--- src/rtl/ws_pkg.sv ---
// Package: shared types and helpers for the write completion status reporter.
// Assumes the data word is at least three bits wide (poll bit, toggle bit, filler).
package ws_pkg;

    // Source of the next word driven toward the pads
    typedef enum logic [1:0] {
        WS_SRC_RELEASE = 2'd0,
        WS_SRC_ARRAY   = 2'd1,
        WS_SRC_STATUS  = 2'd2
    } ws_src_e;

    // Choose the output source from the read strobe and the busy flag
    function automatic ws_src_e ws_pick_source(input logic rd, input logic busy);
        if (!rd) begin
            return WS_SRC_RELEASE;
        end
        if (busy) begin
            return WS_SRC_STATUS;
        end
        return WS_SRC_ARRAY;
    endfunction

endpackage

--- src/rtl/ws_strobe_decode.sv ---
// Module: decodes the active-low controls into a read strobe and flags the
// cycle in which a read strobe ends. Assumes the controls are already
// synchronous to clk.
module ws_strobe_decode (
    input  logic clk,
    input  logic rst_n,
    input  logic ce_n,
    input  logic oe_n,
    input  logic we_n,
    output logic rd_now,
    output logic rd_end
);

    logic rd_q;

    // Read strobe: chip and output enabled while write enable is inactive
    always_comb begin
        rd_now = !ce_n && !oe_n && we_n;
    end

    // Remember whether the previous cycle was a read
    always_ff @(posedge clk) begin
        if (!rst_n) begin
            rd_q <= 1'b0;
        end else begin
            rd_q <= rd_now;
        end
    end

    // End of read: previous cycle read, this cycle does not
    always_comb begin
        rd_end = rd_q && !rd_now;
    end

endmodule

--- src/rtl/ws_toggle_gen.sv ---
// Module: holds the toggle state reported during busy reads. It inverts on
// every advance request and clears on reset. Assumes the caller already
// qualifies advance with busy.
module ws_toggle_gen (
    input  logic clk,
    input  logic rst_n,
    input  logic adv,
    output logic tgl_q
);

    // Invert on each qualified read end
    always_ff @(posedge clk) begin
        if (!rst_n) begin
            tgl_q <= 1'b0;
        end else if (adv) begin
            tgl_q <= !tgl_q;
        end
    end

endmodule

--- src/rtl/ws_word_mux.sv ---
// Module: builds the next output word. It picks released zeros, true array
// data, or the status word. The status word puts the inverted poll bit in
// the top position, the toggle bit just below it, and zeros elsewhere.
// Assumes DATA_W >= 3.
module ws_word_mux
    import ws_pkg::*;
#(
    parameter int ADDR_W = 13,
    parameter int DATA_W = 8
) (
    input  ws_src_e           src,
    input  logic [ADDR_W-1:0] rd_addr,
    input  logic [ADDR_W-1:0] last_addr,
    input  logic [DATA_W-1:0] last_data,
    input  logic [DATA_W-1:0] arr_data,
    input  logic              tgl,
    output logic [DATA_W-1:0] word_nxt
);

    localparam int POLL_BIT = DATA_W - 1;
    localparam int TGL_BIT  = DATA_W - 2;

    logic              addr_hit;
    logic [DATA_W-1:0] status_word;

    // Address comparison against the last written location
    always_comb begin
        addr_hit = (rd_addr == last_addr);
    end

    // Per-bit construction of the status word
    for (genvar b = 0; b < DATA_W; b++) begin : g_status
        if (b == POLL_BIT) begin : g_poll
            assign status_word[b] = addr_hit && !last_data[POLL_BIT];
        end else if (b == TGL_BIT) begin : g_tgl
            assign status_word[b] = tgl;
        end else begin : g_zero
            assign status_word[b] = 1'b0;
        end
    end

    // Source selection
    always_comb begin
        unique case (src)
            WS_SRC_ARRAY:  word_nxt = arr_data;
            WS_SRC_STATUS: word_nxt = status_word;
            default:       word_nxt = '0;
        endcase
    end

endmodule

--- src/rtl/ws_status_reporter.sv ---
// Module: top of the write completion status reporter. It registers the
// selected word and the pad driver enable one clock after the read strobe.
// Assumes all inputs are synchronous to clk and that busy, last_addr and
// last_data come from the write engine.
module ws_status_reporter
    import ws_pkg::*;
#(
    parameter int ADDR_W = 13,
    parameter int DATA_W = 8
) (
    input  logic              clk,
    input  logic              rst_n,
    input  logic              ce_n,
    input  logic              oe_n,
    input  logic              we_n,
    input  logic              busy,
    input  logic [ADDR_W-1:0] rd_addr,
    input  logic [ADDR_W-1:0] last_addr,
    input  logic [DATA_W-1:0] last_data,
    input  logic [DATA_W-1:0] arr_data,
    output logic [DATA_W-1:0] dq_o,
    output logic              dq_oe
);

    logic              rd_now;
    logic              rd_end;
    logic              tgl_state;
    logic              tgl_adv;
    ws_src_e           src;
    logic [DATA_W-1:0] word_nxt;

    ws_strobe_decode u_strobe (
        .clk    (clk),
        .rst_n  (rst_n),
        .ce_n   (ce_n),
        .oe_n   (oe_n),
        .we_n   (we_n),
        .rd_now (rd_now),
        .rd_end (rd_end)
    );

    // Toggle advances only when a read ends during a write cycle
    always_comb begin
        tgl_adv = rd_end && busy;
    end

    ws_toggle_gen u_toggle (
        .clk   (clk),
        .rst_n (rst_n),
        .adv   (tgl_adv),
        .tgl_q (tgl_state)
    );

    // Output source for this cycle
    always_comb begin
        src = ws_pick_source(rd_now, busy);
    end

    ws_word_mux #(
        .ADDR_W (ADDR_W),
        .DATA_W (DATA_W)
    ) u_mux (
        .src       (src),
        .rd_addr   (rd_addr),
        .last_addr (last_addr),
        .last_data (last_data),
        .arr_data  (arr_data),
        .tgl       (tgl_state),
        .word_nxt  (word_nxt)
    );

    // Output register for pad data and driver enable
    always_ff @(posedge clk) begin
        if (!rst_n) begin
            dq_o  <= '0;
            dq_oe <= 1'b0;
        end else begin
            dq_o  <= word_nxt;
            dq_oe <= rd_now;
        end
    end

endmodule

--- config.mk ---
export PLATFORM = sky130hd
export DESIGN_NAME = ws_status_reporter
export DESIGN_NICKNAME = d
export VERILOG_FILES = /design/src/rtl/ws_pkg.sv /design/src/rtl/ws_strobe_decode.sv /design/src/rtl/ws_toggle_gen.sv /design/src/rtl/ws_word_mux.sv /design/src/rtl/ws_status_reporter.sv
export SDC_FILE = /design/constraint.sdc
export NUM_CORES = 1
export LEC_CHECK = 0
export BUFFER_PORTS_ARGS = -buffer_cell sky130_fd_sc_hd__buf_4
export CORE_AREA = 4 4 50 52
export CTS_BUF_LIST = sky130_fd_sc_hd__clkbuf_8
export DETAILED_ROUTE_END_ITERATION = 8
export DIE_AREA = 0 0 54 56
export GPL_TIMING_DRIVEN = 0
export PLACE_DENSITY_LB_ADDON = 0.2
export SYNTH_ARGS = -nofsm -noshare
export SYNTH_HDL_FRONTEND = slang
export SYNTH_HIERARCHICAL = 1
export SYNTH_SLANG_ARGS = --single-unit
export TNS_END_PERCENT = 100
--- constraint.sdc ---
create_clock -name clk -period 2.1 [get_ports clk]
set_clock_uncertainty 0.2 [all_clocks]
set_input_delay 0.21 -clock clk [delete_from_list [all_inputs] [get_ports clk]]
set_output_delay 0.21 -clock clk [all_outputs]
set_load 0.005 [all_outputs]
==> flow_summary.toml, run 1 <==
[clocking]
clk_latency_ps = 240
root_buffer = "clkbuf_8"
post_cts_resized = 0
cts_tree = "done"
hold_buffers = 0
cts_setup_buffers = 0
htreeDepth = 1
cts_buffer_depth = 2
path_clk_slew_ps = 50
cts_made_buffers = 3
cts_sinks = 11

[cells_and_area]
diodes = 0
layout.nets = 166
area_growth_pct = 75.8
final_layout_size_suffix_gt1_frac = 0.470
stdcell_count = 143

[timing]
layout_min_cycle_time_ps = 1800
hold_ws_ps = 36.7
hold_viol_final = 0
rsz0062_at_grt = "false"
finalCritPeriodShare = 0.855
slew_headroom = 0.743
finalSetupViolCount = 0
finalMaxSlewViolations = 0
fin_tns_setup_ps = 0
worst_slew_pin_slew_ps = 385
fmaxAchievable_ghz = 0.557

[detailed_routing]
wl_per_cell_um = 10.2
first_pass_iters = 2
dr_total_vias = 584
wl_um = 1460
drt_iter0_drc = 1
drcViolationCount = 0
via_per_inst = 4.08
ant_nets = 0

[synthesis]
synth_top_family_by_area = "simple AND/OR/NAND/NOR gates"
synth_fa_ha_area_frac = 0.0424
yosysUniqueCellTypes = 15
yosys_warnings = 6
synthSimpleGateAreaFrac = 0.343
synth_compound_area_frac = 0.0212
synth_xor_area_frac = 0.208
syn-num-nets = 112
syn_area_um2 = 591
syn_avg_cell_area_um2 = 9.53
ys_ff_latch = 11
syn_inst = 62
synth_mux_area_frac = 0
ys_seq_area_frac = 0.373

[worst_setup_path]
critPathRequiredTime_ps = 2090
crit_type = "primary input to register"
arrival_ps = 1780
startpoint_type = "primary input"
path_max_fanout = 7
worst_setup_path_end_kind = "register"

[floorplanning]
io_pins = 57
die_x_um = 54
core_um2 = 2110
die_area_um2 = 3020
die_height_um = 56
fp-row-count = 17
start_util = 0.280

[global_routing]
overflow = 0
grt_usage = 0.102
grt_pass1_vias = 546
grt_pass1_wl_um = 2170
antenna_found_initial = 0
grt_max_degree = 12

[pwr]
powerDensity_nw_per_um2 = 492
swShare = 0.210
clockPowerShare = 0.402
pwr-share-comb = 0.184
seqPwrFrac = 0.414
p_leak_nw = 0.512
switchingPower_uw = 107
p_int_uw = 404
ir_worst_vdd_mv = 0.181

[placement]
hpwl_um = 1290
portBuffers = 49
gp_congestion = 0.620
placed_cells = 139

[job]
drv_cap = 0

[hold_path]
hp-class = "primary input to register"

[outcome]
status = "finished, final reports clean"
power groups by stage:
stage | sequential, mW | clock [mW] | combinational, mW
after floorplan | 0.216 | 0 | 0.0276
after global placement | 0.216 | 0 | 0.0936
after detailed placement | 0.216 | 0 | 0.0957
after CTS | 0.211 | 0.214 | 0.0959
after global routing | 0.211 | 0.221 | 0.102
final | 0.212 | 0.205 | 0.0942
layout make-up:
| type | instances | area (µm²) |
|---|---|---|
| Fill cell | 202 | 1070 |
| Tap cell | 28 | 35.0 |
| Inverter | 2 | 7.51 |
| Multi-Input combinational cell | 49 | 363 |
| Sequential cell | 11 | 220 |
| Clock inverter | 1 | 3.75 |
| Timing Repair Buffer | 49 | 368 |
| Clock buffer | 3 | 41.3 |
cell usage after synthesis:
master   number  share of area
nor2_1        1         0.0063
nor2b_1       3          0.032
ha_1          2          0.042
nor4_1        2          0.021
nand3_1       1         0.0085
nand2_1       2          0.013
xor2_1       14           0.21
a22oi_1       1          0.013
inv_1         2          0.013
nor3_1        1         0.0085
dfxtp_1      11           0.37
o21ai_1       1         0.0085
nor3b_4       1          0.032
and2_1       19           0.20
nor4_2        1          0.021
critical path: stages:
cell	delay, ps
buf_4	120
nor3b_4	230
nor2b_1	210
inv_1	60
ha_1	320
nor2b_1	340
and2_1	180
and2_1	110
logic make-up (layout without fill, tap and decap cells):
kind of cell,count (synthesis),after routing
DFF,11,11
xor gates and xnor gates,14,14
adders and majority gates,2,2
and+or+nand+nor,31,31
buffers and inverters,2,55
AOI/OAI and AO/OA,2,2
flip-flops by register name (all words and copies together), names as in the netlist:
name	count
dq_o	8
dq_oe	1
u_strobe/rd_q	1
u_toggle/tgl_q	1
through the flow:
step	util	total power [mW]	area [µm²]	setup WS, ps
6_report	0.493	0.511	1040	304
5_1_grt	0.493	0.535	1040	79.4
4_1_cts	0.493	0.521	1040	273
3_5_place_dp	0.472	0.311	993	22.7
3_3_place_gp	0.472	0.309	993	56.4
2_1_floorplan	-	0.243	591	391
final timing paths:
kind / start / to / slack (ps) / depth (start not counted)
min reg2reg: u_toggle/tgl_q / u_toggle/tgl_q / 410 / 2
max: oe_n / dq_o[1] / 300 / 8
min: rst_n / dq_o[4] / 40 / 2
max reg2reg: u_strobe/rd_q / u_toggle/tgl_q / 950 / 4
placed cells by master, fill, tap and decap left out:
| cell | n |
|---|---|
| a22oi_1 | 1 |
| and2_1 | 19 |
| buf_4 | 49 |
| clkbuf_8 | 3 |
| dfxtp_1 | 11 |
| ha_1 | 2 |
| inv_1 | 3 |
| nand2_1 | 2 |
| nand3_1 | 1 |
| nor2_1 | 1 |
| nor2b_1 | 3 |
| nor3_1 | 1 |
| nor3b_4 | 1 |
| nor4_1 | 2 |
| nor4_2 | 1 |
| o21ai_1 | 1 |
| xor2_1 | 14 |
per-layer routing:
layer  global-route usage  part of all wire  vias up
met4                0.107             0.043        0
met5                    0                 0        -
met3               0.0161              0.11        5
li1                     -                 -      302
met2                0.163              0.52       29
met1                0.102              0.32      248
Power figures use the tool's default switching activity.
==> inputs of run 2 (changes only) <==
--- a/config.mk
+++ b/config.mk
@@ -5,13 +5,15 @@
 export SDC_FILE = /design/constraint.sdc
 export NUM_CORES = 1
 export LEC_CHECK = 0
+export ABC_AREA = 1
 export BUFFER_PORTS_ARGS = -buffer_cell sky130_fd_sc_hd__buf_4
-export CORE_AREA = 4 4 50 52
+export CORE_AREA = 4 4 49 51
 export CTS_BUF_LIST = sky130_fd_sc_hd__clkbuf_8
 export DETAILED_ROUTE_END_ITERATION = 8
-export DIE_AREA = 0 0 54 56
+export DIE_AREA = 0 0 53 55
 export GPL_TIMING_DRIVEN = 0
 export PLACE_DENSITY_LB_ADDON = 0.2
+export REMOVE_ABC_BUFFERS = 1
 export SYNTH_ARGS = -nofsm -noshare
 export SYNTH_HDL_FRONTEND = slang
 export SYNTH_HIERARCHICAL = 1
==> run 2 against run 1 <==
First-iteration DRC count rose to 7.0 times the previous value. Cell area grew 17%. Sequential power about the same. Die area decreased by 3.6%. Critical path depth increased by 9. Wire length up 27%. Largest cell class is now multi-input gates. Largest power group unchanged.
==> flow_summary.toml, run 2 <==
[outcome]
status = "finished, final reports clean"

[global_routing]
grt_pass1_vias = 827
grt_usage = 0.129
grt_max_degree = 12
overflow = 0
antenna_found_initial = 0
grt_pass1_wl_um = 2790

[hold_path]
hp-class = "primary input to register"

[synthesis]
syn_avg_cell_area_um2 = 5.33
ys_top_cells_by_area = "nand2_1 (29%), dfxtp_1 (28%), inv_1 (21%)"
synth_edf_count = 0
yosysUniqueCellTypes = 14
ys_seq_area_frac = 0.277
synth_common_cells = "nand2_1 (62), inv_1 (44), nor2_1 (17)"
ys.flop_type = "dfxtp_1"
yosys_warnings = 6
syn_inst = 149
yosysTopAreaCellShare = 0.293
synth.most_common_cell = "nand2_1"
async_flop_share = 0
ys_ff_latch = 11
syn_area_um2 = 795
synth_top_area_cell = "nand2_1"

[placement]
portBuffers = 49
hpwl_um = 1590
gp_congestion = 0.706
placed_cells = 222

[clocking]
htreeDepth = 1
cts_made_buffers = 3
cts_sinks = 11
cts_buffer_depth = 2
cts_tree = "done"
root_buffer = "clkbuf_8"
path_clk_slew_ps = 50
clk_latency_ps = 230
hold_buffers = 0

[floorplanning]
die_height_um = 55
io_pins = 57
fp-row-count = 16
die_area_um2 = 2920
die_x_um = 53
start_util = 0.409
core_um2 = 1940

[cells_and_area]
final_common_cell = "nand2_1"
stdcell_count = 226
final_layout_size_suffix_gt1_frac = 0.296
final_cell_mix = "nand2_1 (62), buf_4 (49), inv_1 (45)"
diodes = 0
regMostFlops = "dq_o"
largest_register_ffs = 8
layout.nets = 250
fin_util = 0.627
area_growth_pct = 53.2

[detailed_routing]
first_pass_iters = 4
drt_iter0_drc = 7
wl_um = 1850
via_per_inst = 4.13
wl_per_cell_um = 8.20
drcViolationCount = 0
dr_total_vias = 934
ant_nets = 0

[timing]
hold_viol_final = 0
worst_slew_pin_slew_ps = 273
rsz0062_at_grt = "false"
finalSetupViolCount = 0
finalCritPeriodShare = 0.855
fmaxAchievable_ghz = 0.557
hold_ws_ps = 18.3
finalMaxSlewViolations = 0
slew_headroom = 0.818
layout_min_cycle_time_ps = 1800

[worst_setup_path]
reg2reg_setup_slack_ps = 1090
worst_setup_path_end_kind = "register"
arrival_ps = 1780
critPathRequiredTime_ps = 2080
startpoint_type = "primary input"
crit_type = "primary input to register"
path_max_fanout = 8

[pwr]
powerDensity_nw_per_um2 = 437
p_leak_nw = 0.811
ir_worst_vdd_mv = 0.212

[job]
drv_cap = 0
## run 2: cell types whose count changed after synthesis, moves of 3 or more
| cell | previous run | this run |
|---|---|---|
| nand2_1 | 2 | 62 |
| nor2_1 | 1 | 17 |
| xor2_1 | 14 | 0 |
| and2_1 | 19 | 0 |
| nor2b_1 | 3 | 0 |
| inv_1 | 2 | 44 |
## run 2: kinds of logic after synthesis
group / after synthesis / share of synthesized area
simple gates: 86 / 0.431
flops: 11 / 0.277
fa+ha+maj: 2 / 0.0315
compound gates: 2 / 0.0126
buf+inv: 48 / 0.247
## run 2: worst max-delay path, stage by stage
cell and delay, ps:
buf_4 110, nor2_2 120, nand2_2 70, inv_1 100, inv_1 50, nor2_1 120, inv_1 70, ha_2 340
clkinv_2 70, nand3_2 50, nor2_1 100, nand2_1 50, nor2_1 110, nand2_1 60, nand2_1 50, nand2_1 50
inv_1 50
## run 2: cell type report
type,instances,area [µm²]
inverter,45,170
sequential,11,220
clock buffer,3,41.3
fill,194,724
clock inverter,1,3.75
multi-input combinational,90,380
tap,27,33.8
timing repair buffer,49,368
## run 2: metal layers
metal	up-vias	wire length, µm	global-route usage
met5	-	0	0
met4	0	19	0.0638
met3	4	192	0.0483
met2	35	1030	0.271
met1	388	611	0.103
li1	507	-	-
## run 2: stage by stage
step	power, mW	setup slack [ps]	area, µm²	TNS, ps
floorplan	0.260	275	768	0
global placement	0.329	23.0	1170	0
detailed placement	0.334	-15.7	1170	-15.7
CTS	0.537	225	1210	0
global route	0.560	37.3	1220	0
finish	0.532	305	1220	0
## run 2: what timing repair did
item / CTS / global route
setup buffers: 0 / 0
gates resized for setup: 0 / 1
endpoints found under the setup margin: 0 / 1
## run 2: power by group
group | internal (mW) | switching (mW)
Combinational | 0.0684 | 0.0497
Clock | 0.128 | 0.0744
Sequential | 0.211 | 0.000647
Total | 0.407 | 0.125
## run 2: worst paths after layout
kind,from,to,cells past startpoint
setup / recovery,oe_n,dq_o[7],17
hold / removal,we_n,u_strobe/rd_q,3
setup reg to reg,u_strobe/rd_q,u_toggle/tgl_q,7
hold reg to reg,u_toggle/tgl_q,u_toggle/tgl_q,2
==> inputs of run 3 (changes only) <==
--- a/config.mk
+++ b/config.mk
@@ -6,7 +6,7 @@
 export NUM_CORES = 1
 export LEC_CHECK = 0
 export ABC_AREA = 1
-export BUFFER_PORTS_ARGS = -buffer_cell sky130_fd_sc_hd__buf_4
+export BUFFER_PORTS_ARGS = -buffer_cell sky130_fd_sc_hd__buf_2
 export CORE_AREA = 4 4 49 51
 export CTS_BUF_LIST = sky130_fd_sc_hd__clkbuf_8
 export DETAILED_ROUTE_END_ITERATION = 8
==> run 3 against run 2 <==
Die area unchanged. Global-route usage decreased by 1.4 points. Core utilization decreased by 6.4 points. Fmax decreased by 3.2%. Wire length decreased by 7.9%. Largest cell class unchanged. Combinational power decreased by 19%. Via count decreased by 3.4%. Cell count unchanged. Count of clock-buffer cells in the layout unchanged. Register-to-register slack about the same. Sequential power about the same.
==> flow_summary.toml, run 3 (synthesis results as in run 2) <==
[outcome]
status = "finished, final reports clean"

[timing]
rsz0062_at_grt = "false"
finalCritPeriodShare = 0.883
finalSetupViolCount = 0
hold_viol_final = 0
fmaxAchievable_ghz = 0.539
setup_ws_ps = 246
fin_tns_setup_ps = 0
slew_headroom = 0.806
worst_slew_pin_slew_ps = 290
layout_min_cycle_time_ps = 1850
hold_ws_ps = 26.5
finalMaxSlewViolations = 0

[pwr]
seqPwrFrac = 0.415
swShare = 0.244
p_leak_nw = 0.779
switchingPower_uw = 124
p_int_uw = 386
powerDensity_nw_per_um2 = 467
total_power_uw = 510
ir_worst_vdd_mv = 0.236
clockPowerShare = 0.398
pwr-share-comb = 0.188

[clocking]
cts_tree = "done"
htreeDepth = 1
cts_sinks = 11
post_cts_resized = 0
cts_buffer_depth = 2
clk_latency_ps = 230
hold_buffers = 0
path_clk_slew_ps = 50
cts_made_buffers = 3
root_buffer = "clkbuf_8"
cts_setup_buffers = 0

[worst_setup_path]
startpoint_type = "primary input"
path_max_fanout = 8
crit_type = "primary input to register"
arrival_ps = 1840
critPathRequiredTime_ps = 2080
worst_setup_path_end_kind = "register"

[placement]
gp_congestion = 0.700
hpwl_um = 1460
portBuffers = 49
dp_worst_setup_slack_ps = -14.2

[detailed_routing]
drt_iter0_drc = 7
via_per_inst = 3.99
wl_met2_um = 875
dr_total_vias = 902
wl_met3_um = 148
dr.max_layer_used = "met4"
first_pass_iters = 3
ant_nets = 0
wl_met1_um = 667
drcViolationCount = 0
wl_um = 1710
wl_per_cell_um = 7.55

[cells_and_area]
area_growth_pct = 37.5
final_layout_size_suffix_gt1_frac = 0.291
final_common_cell = "nand2_1"
regMostFlops = "dq_o"
layout.nets = 250
diodes = 0
final_cell_mix = "nand2_1 (62), buf_2 (49), inv_1 (45)"
largest_register_ffs = 8

[global_routing]
grt_pass1_wl_um = 2530
grt_max_degree = 12
overflow = 0
grt_pass1_vias = 723
grt_usage = 0.115
antenna_found_initial = 0

[job]
drv_cap = 0

[floorplanning]
die_area_um2 = 2920
die_height_um = 55
fp-row-count = 16
start_util = 0.409
die_x_um = 53
io_pins = 57
core_um2 = 1940

[hold_path]
hp-class = "primary input to register"
-- run 3: area by class of cell --
class / instances / area [µm²]
clock buffers: 3 / 41.3
clock inverters: 1 / 3.75
fillers: 215 / 850
inverters: 45 / 170
multi-input cells: 90 / 378
flip-flops and latches: 11 / 220
well taps: 27 / 33.8
repair buffers: 49 / 245
-- run 3: worst max-delay path, stage by stage --
cell and delay [ps]:
buf_2 100, nor2_2 120, nand2_2 70, inv_1 100, inv_1 50, nor2_1 120, inv_1 60, ha_1 400
clkinv_2 90, nand3_2 60, nor2_1 100, nand2_1 60, nor2_1 100, nand2_1 50, nand2_1 50, nand2_1 50
inv_1 50
-- run 3: worst paths after layout --
| kind | startpoint | end | slack, ps | depth (start not counted) |
|---|---|---|---|---|
| min reg2reg | u_toggle/tgl_q | u_toggle/tgl_q | 320 | 2 |
| max reg2reg | u_strobe/rd_q | u_toggle/tgl_q | 1100 | 7 |
| min | we_n | u_strobe/rd_q | 30 | 3 |
| max | oe_n | dq_o[7] | 250 | 17 |
-- run 3: through the flow --
step / util / area [µm²] / instances
final: 0.563 / 1090 / 226
after global routing: 0.563 / 1090 / 226
after CTS: 0.563 / 1090 / 226
after detailed placement: 0.539 / 1050 / 222
after global placement: 0.539 / 1050 / 222
after floorplan: - / 768 / 146
-- run 3: layer usage --
metal,track usage,vias up
li1,-,506
met1,0.114,363
met2,0.229,31
met3,0.0241,2
met4,0.0511,0
met5,0,-
-- run 3: power by group through the flow --
stage          logic, mW  registers, mW  clock network, mW
2_1_floorplan     0.0443          0.216                  0
3_3_place_gp      0.0931          0.216                  0
3_5_place_dp      0.0962          0.216                  0
4_1_cts           0.0965          0.211              0.209
5_1_grt            0.110          0.211              0.222
6_report          0.0959          0.212              0.203
